[src/rtl/flash_guard_pkg.sv]
package flash_guard_pkg;

  localparam int unsigned CMD_ADDR_A = 'h555;
  localparam int unsigned CMD_ADDR_B = 'h2AA;
  localparam logic [7:0] CODE_UNLOCK_1 = 8'hAA;
  localparam logic [7:0] CODE_UNLOCK_2 = 8'h55;
  localparam logic [7:0] CODE_ERASE_ARM = 8'h80;
  localparam logic [7:0] CODE_ERASE_GO = 8'h10;
  localparam logic [7:0] CODE_LOCK_ARM = 8'h50;
  localparam logic [7:0] CODE_LOCK_GO = 8'h20;
  localparam logic [7:0] CODE_WORD_ARM = 8'hA0;
  localparam logic [15:0] LOCKED_WORD = 16'h0098;

  typedef enum logic [1:0] {
    OP_LOCK,
    OP_UNLOCK,
    OP_WIPE,
    OP_WORD
  } fg_op_e;

  typedef enum logic [2:0] {
    STP_WIPE_ARR,
    STP_CHK_ARR,
    STP_WIPE_KEY,
    STP_SET_KEY,
    STP_CHK_KEY,
    STP_PUT_WORD,
    STP_CHK_WORD
  } fg_step_e;

  function automatic fg_step_e first_step(fg_op_e op);
    case (op)
      OP_LOCK: return STP_SET_KEY;
      OP_WORD: return STP_PUT_WORD;
      default: return STP_WIPE_ARR;
    endcase
  endfunction

  function automatic fg_step_e step_after(fg_step_e s);
    case (s)
      STP_WIPE_ARR: return STP_CHK_ARR;
      STP_CHK_ARR:  return STP_WIPE_KEY;
      STP_WIPE_KEY: return STP_CHK_KEY;
      STP_SET_KEY:  return STP_CHK_KEY;
      STP_PUT_WORD: return STP_CHK_WORD;
      default:      return s;
    endcase
  endfunction

  function automatic logic is_check(fg_step_e s);
    return (s == STP_CHK_ARR) || (s == STP_CHK_KEY) || (s == STP_CHK_WORD);
  endfunction

  function automatic logic is_final(fg_op_e op, fg_step_e s);
    return (s == STP_CHK_KEY) || (s == STP_CHK_WORD) ||
           ((s == STP_CHK_ARR) && (op == OP_WIPE));
  endfunction

endpackage

[src/rtl/fg_cmd_decoder.sv]
module fg_cmd_decoder
  import flash_guard_pkg::*;
#(
  parameter int ADDR_W = 12,
  parameter int DATA_W = 16,
  parameter int IDX_W  = 4
) (
  input  logic              clk,
  input  logic              rst_n,
  input  logic              wr_fire,
  input  logic [ADDR_W-1:0] wr_addr,
  input  logic [DATA_W-1:0] wr_data,
  input  logic              busy,
  input  logic              fse,
  output logic              launch,
  output fg_op_e            launch_op,
  output logic [IDX_W-1:0]  word_idx,
  output logic [DATA_W-1:0] word_data
);

  localparam logic [ADDR_W-1:0] ADDR_A = ADDR_W'(CMD_ADDR_A);
  localparam logic [ADDR_W-1:0] ADDR_B = ADDR_W'(CMD_ADDR_B);

  typedef enum logic [2:0] {
    DS_IDLE, DS_UL1, DS_UL2, DS_ERASE_ARM, DS_EUL1, DS_EUL2, DS_LOCK_ARM, DS_WORD_ARM
  } dec_state_e;

  dec_state_e state_q, state_d;
  logic [IDX_W-1:0]  idx_q;
  logic [DATA_W-1:0] dat_q;
  logic at_a, at_b;
  logic [7:0] code;

  assign at_a = (wr_addr == ADDR_A);
  assign at_b = (wr_addr == ADDR_B);
  assign code = wr_data[7:0];

  always_comb begin
    state_d   = state_q;
    launch    = 1'b0;
    launch_op = OP_WORD;
    if (busy) begin
      state_d = DS_IDLE;
    end else if (wr_fire) begin
      state_d = DS_IDLE;
      case (state_q)
        DS_IDLE: if (at_a && code == CODE_UNLOCK_1) state_d = DS_UL1;
        DS_UL1:  if (at_b && code == CODE_UNLOCK_2) state_d = DS_UL2;
        DS_UL2: begin
          if (at_a && code == CODE_ERASE_ARM) state_d = DS_ERASE_ARM;
          else if (at_a && code == CODE_LOCK_ARM) state_d = DS_LOCK_ARM;
          else if (at_a && code == CODE_WORD_ARM) state_d = DS_WORD_ARM;
        end
        DS_ERASE_ARM: if (at_a && code == CODE_UNLOCK_1) state_d = DS_EUL1;
        DS_EUL1:      if (at_b && code == CODE_UNLOCK_2) state_d = DS_EUL2;
        DS_EUL2: begin
          if (at_a && code == CODE_ERASE_GO) begin
            launch    = 1'b1;
            launch_op = fse ? OP_UNLOCK : OP_WIPE;
          end
        end
        DS_LOCK_ARM: begin
          if (at_a && code == CODE_LOCK_GO && fse) begin
            launch    = 1'b1;
            launch_op = OP_LOCK;
          end
        end
        DS_WORD_ARM: begin
          launch    = 1'b1;
          launch_op = OP_WORD;
        end
        default: state_d = DS_IDLE;
      endcase
    end
  end

  always_ff @(posedge clk) begin
    if (!rst_n) begin
      state_q <= DS_IDLE;
      idx_q   <= '0;
      dat_q   <= '0;
    end else begin
      state_q <= state_d;
      if (launch && launch_op == OP_WORD) begin
        idx_q <= wr_addr[IDX_W-1:0];
        dat_q <= wr_data;
      end
    end
  end

  assign word_idx  = idx_q;
  assign word_data = dat_q;

endmodule

[src/rtl/fg_algo_seq.sv]
module fg_algo_seq
  import flash_guard_pkg::*;
#(
  parameter int STEP_CYCLES = 8
) (
  input  logic   clk,
  input  logic   rst_n,
  input  logic   launch,
  input  fg_op_e launch_op,
  input  logic   fault_inj,
  output logic   busy,
  output logic   done,
  output logic   fail,
  output logic   do_wipe_arr,
  output logic   do_put_word,
  output logic   do_set_key,
  output logic   do_wipe_key
);

  localparam int CNT_W = $clog2(STEP_CYCLES + 1);
  localparam logic [CNT_W-1:0] CNT_LOAD = CNT_W'(STEP_CYCLES - 1);

  typedef enum logic [1:0] {SQ_IDLE, SQ_RUN, SQ_STUCK} sq_state_e;

  sq_state_e         sq_q;
  fg_op_e            op_q;
  fg_step_e          step_q;
  logic [CNT_W-1:0]  cnt_q;
  logic              done_q;
  logic              step_end;
  logic              check_bad;

  assign step_end  = (sq_q == SQ_RUN) && (cnt_q == '0);
  assign check_bad = step_end && is_check(step_q) && fault_inj;

  always_ff @(posedge clk) begin
    if (!rst_n) begin
      sq_q   <= SQ_IDLE;
      op_q   <= OP_WORD;
      step_q <= STP_PUT_WORD;
      cnt_q  <= '0;
      done_q <= 1'b0;
    end else begin
      done_q <= 1'b0;
      case (sq_q)
        SQ_IDLE: begin
          if (launch) begin
            sq_q   <= SQ_RUN;
            op_q   <= launch_op;
            step_q <= first_step(launch_op);
            cnt_q  <= CNT_LOAD;
          end
        end
        SQ_RUN: begin
          if (cnt_q != '0) begin
            cnt_q <= cnt_q - 1'b1;
          end else if (check_bad) begin
            sq_q <= SQ_STUCK;
          end else if (is_final(op_q, step_q)) begin
            sq_q   <= SQ_IDLE;
            done_q <= 1'b1;
          end else begin
            step_q <= step_after(step_q);
            cnt_q  <= CNT_LOAD;
          end
        end
        default: sq_q <= SQ_STUCK;
      endcase
    end
  end

  assign busy        = (sq_q != SQ_IDLE);
  assign fail        = (sq_q == SQ_STUCK);
  assign done        = done_q;
  assign do_wipe_arr = step_end && (step_q == STP_WIPE_ARR);
  assign do_put_word = step_end && (step_q == STP_PUT_WORD);
  assign do_set_key  = step_end && (step_q == STP_SET_KEY);
  assign do_wipe_key = step_end && (step_q == STP_WIPE_KEY);

endmodule

[src/rtl/fg_cell_array.sv]
module fg_cell_array #(
  parameter int DATA_W = 16,
  parameter int WORDS  = 16,
  parameter int IDX_W  = 4
) (
  input  logic              clk,
  input  logic              rst_n,
  input  logic              wipe_arr,
  input  logic              put_word,
  input  logic [IDX_W-1:0]  put_idx,
  input  logic [DATA_W-1:0] put_data,
  input  logic              set_key,
  input  logic              wipe_key,
  input  logic [IDX_W-1:0]  rd_idx,
  output logic [DATA_W-1:0] rd_word,
  output logic              key_bit
);

  logic [DATA_W-1:0] cells [WORDS];
  logic              key_q;

  for (genvar gi = 0; gi < WORDS; gi++) begin : g_cell
    always_ff @(posedge clk) begin
      if (!rst_n || wipe_arr) begin
        cells[gi] <= '1;
      end else if (put_word && (put_idx == IDX_W'(gi))) begin
        cells[gi] <= put_data;
      end
    end
  end

  always_ff @(posedge clk) begin
    if (!rst_n || wipe_key) begin
      key_q <= 1'b0;
    end else if (set_key) begin
      key_q <= 1'b1;
    end
  end

  assign rd_word = cells[rd_idx];
  assign key_bit = key_q;

endmodule

[src/rtl/fg_read_gate.sv]
module fg_read_gate
  import flash_guard_pkg::*;
#(
  parameter int DATA_W = 16
) (
  input  logic              clk,
  input  logic              rst_n,
  input  logic              rd_fire,
  input  logic              rd_from_prog,
  input  logic              fse,
  input  logic              key_bit,
  input  logic [DATA_W-1:0] rd_word,
  output logic              rsp_valid,
  output logic [DATA_W-1:0] rsp_data
);

  logic [DATA_W-1:0] gated;

  always_comb begin
    if (rd_from_prog) gated = key_bit ? DATA_W'(LOCKED_WORD) : rd_word;
    else              gated = fse ? '0 : rd_word;
  end

  always_ff @(posedge clk) begin
    if (!rst_n) begin
      rsp_valid <= 1'b0;
      rsp_data  <= '0;
    end else begin
      rsp_valid <= rd_fire;
      if (rd_fire) rsp_data <= gated;
    end
  end

endmodule

[src/rtl/flash_guard_ctrl.sv]
module flash_guard_ctrl
  import flash_guard_pkg::*;
#(
  parameter int ADDR_W      = 12,
  parameter int DATA_W      = 16,
  parameter int WORDS       = 16,
  parameter int STEP_CYCLES = 8,
  localparam int IDX_W      = $clog2(WORDS)
) (
  input  logic              clk,
  input  logic              rst_n,
  input  logic              wr_valid,
  output logic              wr_ready,
  input  logic [ADDR_W-1:0] wr_addr,
  input  logic [DATA_W-1:0] wr_data,
  input  logic              fse,
  input  logic              rd_valid,
  output logic              rd_ready,
  input  logic [IDX_W-1:0]  rd_addr,
  input  logic              rd_from_prog,
  output logic              rsp_valid,
  output logic [DATA_W-1:0] rsp_data,
  input  logic              fault_inj,
  output logic              busy,
  output logic              done,
  output logic              fail,
  output logic              sec_on
);

  logic              launch;
  fg_op_e            launch_op;
  logic [IDX_W-1:0]  word_idx;
  logic [DATA_W-1:0] word_data;
  logic              do_wipe_arr, do_put_word, do_set_key, do_wipe_key;
  logic [DATA_W-1:0] rd_word;
  logic              key_bit;

  assign wr_ready = 1'b1;
  assign rd_ready = !busy;

  fg_cmd_decoder #(.ADDR_W(ADDR_W), .DATA_W(DATA_W), .IDX_W(IDX_W)) u_dec (
    .clk(clk), .rst_n(rst_n), .wr_fire(wr_valid && wr_ready), .wr_addr(wr_addr),
    .wr_data(wr_data), .busy(busy), .fse(fse), .launch(launch),
    .launch_op(launch_op), .word_idx(word_idx), .word_data(word_data)
  );

  fg_algo_seq #(.STEP_CYCLES(STEP_CYCLES)) u_seq (
    .clk(clk), .rst_n(rst_n), .launch(launch), .launch_op(launch_op),
    .fault_inj(fault_inj), .busy(busy), .done(done), .fail(fail),
    .do_wipe_arr(do_wipe_arr), .do_put_word(do_put_word),
    .do_set_key(do_set_key), .do_wipe_key(do_wipe_key)
  );

  fg_cell_array #(.DATA_W(DATA_W), .WORDS(WORDS), .IDX_W(IDX_W)) u_cells (
    .clk(clk), .rst_n(rst_n), .wipe_arr(do_wipe_arr), .put_word(do_put_word),
    .put_idx(word_idx), .put_data(word_data), .set_key(do_set_key),
    .wipe_key(do_wipe_key), .rd_idx(rd_addr), .rd_word(rd_word), .key_bit(key_bit)
  );

  fg_read_gate #(.DATA_W(DATA_W)) u_gate (
    .clk(clk), .rst_n(rst_n), .rd_fire(rd_valid && rd_ready),
    .rd_from_prog(rd_from_prog), .fse(fse), .key_bit(key_bit),
    .rd_word(rd_word), .rsp_valid(rsp_valid), .rsp_data(rsp_data)
  );

  assign sec_on = key_bit;

endmodule

[config.mk]
export PLATFORM = sky130hd
export DESIGN_NAME = flash_guard_ctrl
export DESIGN_NICKNAME = d
export VERILOG_FILES = /design/src/rtl/flash_guard_pkg.sv /design/src/rtl/fg_cmd_decoder.sv /design/src/rtl/fg_algo_seq.sv /design/src/rtl/fg_cell_array.sv /design/src/rtl/fg_read_gate.sv /design/src/rtl/flash_guard_ctrl.sv
export SDC_FILE = /design/constraint.sdc
export NUM_CORES = 1
export LEC_CHECK = 0
export CORE_MARGIN = 3
export CORE_UTILIZATION = 55
export CTS_CLUSTER_DIAMETER = 60
export DETAILED_ROUTE_END_ITERATION = 16
export GPL_ROUTABILITY_DRIVEN = 1
export PLACE_DENSITY = 0.73
export SLEW_MARGIN = 30
export SYNTH_ARGS = -nofsm -noshare
export SYNTH_HDL_FRONTEND = slang
export SYNTH_SLANG_ARGS = --single-unit
[constraint.sdc]
create_clock -name clk -period 4.85 [get_ports clk]
set_input_delay 0.97 -clock clk [delete_from_list [all_inputs] [get_ports clk]]
set_output_delay 0.97 -clock clk [all_outputs]
set_load 0.01 [all_outputs]
==> reports/qor_table.md <==
| Metric | This run |
|:---|:---|
| Antenna violations before repair | 0 |
| Post-Syn Area | 14300 µm² |
| Commonest cells post-synth | edfxtp_1 (256), or3_1 (194), clkbuf_1 (84) |
| Minimum clock period | 3.28 ns |
| Crit Path Class | register to register |
| Syn Inst Count | 1049 |
| Flip-flop and latch count after synthesis | 309 |
| Type of the most critical hold path | register to register |
| Post-synth top area share | 0.537 |
| Initial core utilization | 0.564 |
| Via total after detailed routing | 9044 |
| Core Box Area | 25400 µm² |
| Synthesized netlist net count | 1091 |
| Share of layout cells above drive strength 1 | 0.192 |
| RSZ-0062 raised after global routing | no |
| Pin slew with the least headroom to its limit | 0.983 ns |
| Post-detailed-placement cell area | 15200 µm² |
| Number of remaining DRC errors | 0 |
| Worst Path Arrival | 3.53 ns |
| Maximum number of pins on one net before global-route repair | 66 |
| Skew-Pair Late Insertion Delay | 0.55 ns |
| Count of clock tree sinks | 309 |
| Post-Synth XOR/XNOR Area | 0 |
| Count of flip-flops with a built-in enable after synthesis | 256 |
| Startpoint type of the worst setup path | register |
| Post-layout net count | 1119 |
| Netlist cell types | 59 |
| Adder-cell area share of the yosys netlist | 0.00262 |
| Ys Warns | 0 |
| Remaining global-route overflow | 0 |
| Antenna-violating nets left | 0 |
| Detail Placement HPWL | 20600 µm |
| Design Power | 5630 µW |
| Share of cell area taken by muxes after synthesis | 0.144 |
| Post-route non-filler standard cell count | 1431 |
| Die X | 167 µm |
| First-pass GRT wire length | 54400 µm |
| Crit path max fanout | 9 |
| Highest Clock Rate | 0.304 GHz |
| Number of buffers inserted by hold repair at cts | 0 |
| Number of ports placed on the die boundary | 62 |
| Diode count | 0 |
| CTS tree | done |
| Area contributors post-synth | edfxtp_1 (54%), mux4_2 (12%), or3_1 (8.5%) |
| Top cell type by total area after synthesis | edfxtp_1 |
| Number of buffers inserted during clock tree synthesis | 31 |
| Most common cell in the netlist | edfxtp_1 |
| Share of the synthesized area in compound gates (AO/OA/AOI/OAI) | 0.0348 |
| Total global-route track usage | 0.253 |
| Max-cap check violation count | 0 |
| # port buffers | 60 |
| Count of filler cells inserted in the layout | 1867 |
| Final standard cell utilization of the core | 0.642 |
| Count of pins over their slew limit | 0 |
| Worst slew margin relative to its limit | 0.343 |
| Post-CTS setup repair buffer count | 0 |
| Clock tree root driver cell | clkbuf_16 |
| Via count of the first global-routing pass | 9228 |
| Design area | 16300 µm² |
| Die outline area | 28000 µm² |
| Worst path required time | 5.09 ns |
| Share of the clock period used by the worst path after layout | 0.677 |
| Maximum ir drop on the vdd rail | 0.275 mV |
| Total wire length | 35500 µm |
| Setup Viol. Count Final | 0 |
| Endpoint type of the worst setup path | register |
| Pre-Repair DR Iteration Count | 5 |
| Main combinational cell family by area after synthesis | simple AND/OR/NAND/NOR gates |
| Simple-gate area share of the yosys netlist | 0.174 |
| Worst Skew | 0.0112 ns |
| Placer's final routability congestion estimate | 0.823 |
| Detail-routed net length per standard cell | 24.8 µm |
| Number of H-tree levels | 1 |
| Via/cell ratio | 6.32 |
| Outcome | complete, no violations |
| Number of cells upsized or downsized after cts | 0 |
| Max Buffers Root-to-Sink | 3 |
| Static Leak | 0.00431 µW |
| Final Hold Viols | 0 |
| Number of DRC markers after the initial detailed-route iteration | 965 |
| Power per Cell Area | 345 nW/µm² |
| Area overhead of the layout relative to synthesis | 14.0% |
| Height of the chip | 167 µm |
| Average footprint of a synthesized cell | 13.6 µm² |
| Dpl cells | 1374 |
| Fraction of registers with async set/reset | 0 |
| Commonest register cell after synthesis | edfxtp_1 |
| Num rows | 58 |
| Register area share after synthesis | 0.611 |
| Register clock-pin slew on the reported worst setup and hold paths | 0.06 ns |
| Total negative slack for setup checks | 0 ns |
[area by class of cell]
class | count | area [µm²] | share of cell area
Clock inverter | 15 | 181 | 0.0111
Timing Repair Buffer | 94 | 853 | 0.0523
Multi-Input combinational cell | 619 | 5160 | 0.316
Inverter | 22 | 82.6 | 0.00506
Tap cell | 330 | 413 | 0.0253
Clock buffer | 42 | 878 | 0.0538
Sequential cell | 309 | 8750 | 0.536
[final timing paths]
path | depth (start not counted) | end | startpoint | slack, ns
hold reg to reg | 2 | u_gate.rsp_data[11] | u_gate.rsp_data[11] | 0.46
setup / recovery | 7 | u_cells.cells[7][3] | u_seq.cnt_q[1] | 1.57
setup reg to reg | 7 | u_cells.cells[7][3] | u_seq.cnt_q[1] | 1.57
hold / removal | 2 | u_gate.rsp_data[11] | u_gate.rsp_data[11] | 0.46
[routing by layer]
layer	vias to the layer above	routed length, µm	GRT usage
met3	66	3170	0.0356
met5	-	0	0
met4	0	932	0.0715
met2	420	17800	0.435
li1	4043	-	-
met1	4515	13600	0.343
[per-stage QoR]
| step | setup WS, ns | hold slack, ns |
|---|---|---|
| finish | 1.57 | 0.458 |
| global route | 1.44 | 0.492 |
| CTS | 1.63 | 0.466 |
| detailed placement | 1.06 | 0.452 |
| global placement | 1.14 | 0.438 |
| floorplan | 1.82 | 0.467 |
[worst max-delay path: stages (launching register included)]
cell and delay (ns):
dfxtp_1 0.33, inv_1 0.07, ha_1 0.19, nor3b_1 0.41, nand2_1 0.29, or3_1 0.55
o21ai_2 0.77, buf_4 0.36
[placed cells by master (no fill, tap or decap), types with 4 or more instances in the layout]
cell,instances
a21oi_1,11
a31oi_1,5
and2_1,4
and3_1,4
and4b_1,4
buf_4,35
bufinv_16,4
clkbuf_1,6
clkbuf_16,32
clkbuf_8,4
clkdlybuf4s50_1,56
clkinv_2,9
dfxtp_1,53
edfxtp_1,256
inv_1,22
mux2i_1,31
mux4_2,77
nand2_1,75
nand2b_1,52
nand3_1,9
nor2_1,17
nor2b_1,7
nor3_1,8
nor3b_1,6
o211ai_1,4
o21ai_0,26
o21ai_2,16
or2_2,17
or2b_1,4
or3_1,194
[sequential cells by signal, summed over array words and instances (netlist names)]
register,flops
u_cells.cells,256
u_cells.key_bit,1
u_dec.state_q,3
u_dec.word_data,16
u_dec.word_idx,4
u_gate.rsp_data,16
u_gate.rsp_valid,1
u_seq.cnt_q,4
u_seq.done,1
u_seq.op_q,2
u_seq.sq_q,2
u_seq.step_q,3
[report_power, final]
| group | total, µW | switching (µW) | leakage [µW] | internal [µW] |
|---|---|---|---|---|
| Combinational | 269 | 168 | 0.00163 | 101 |
| Clock | 2480 | 999 | 0.000526 | 1480 |
| Sequential | 2880 | 9.66 | 0.00216 | 2870 |
| Total | 5630 | 1180 | 0.00431 | 4450 |
[logic make-up after synthesis]
group                    after synthesis
AND/OR/NAND/NOR                      423
AO/OA/AOI/OAI                         83
adder cells (fa/ha/maj)                3
other                                  1
flip-flops                           309
buffers and inverters                121
multiplexers                         109
(Power assumes the default switching activity.)
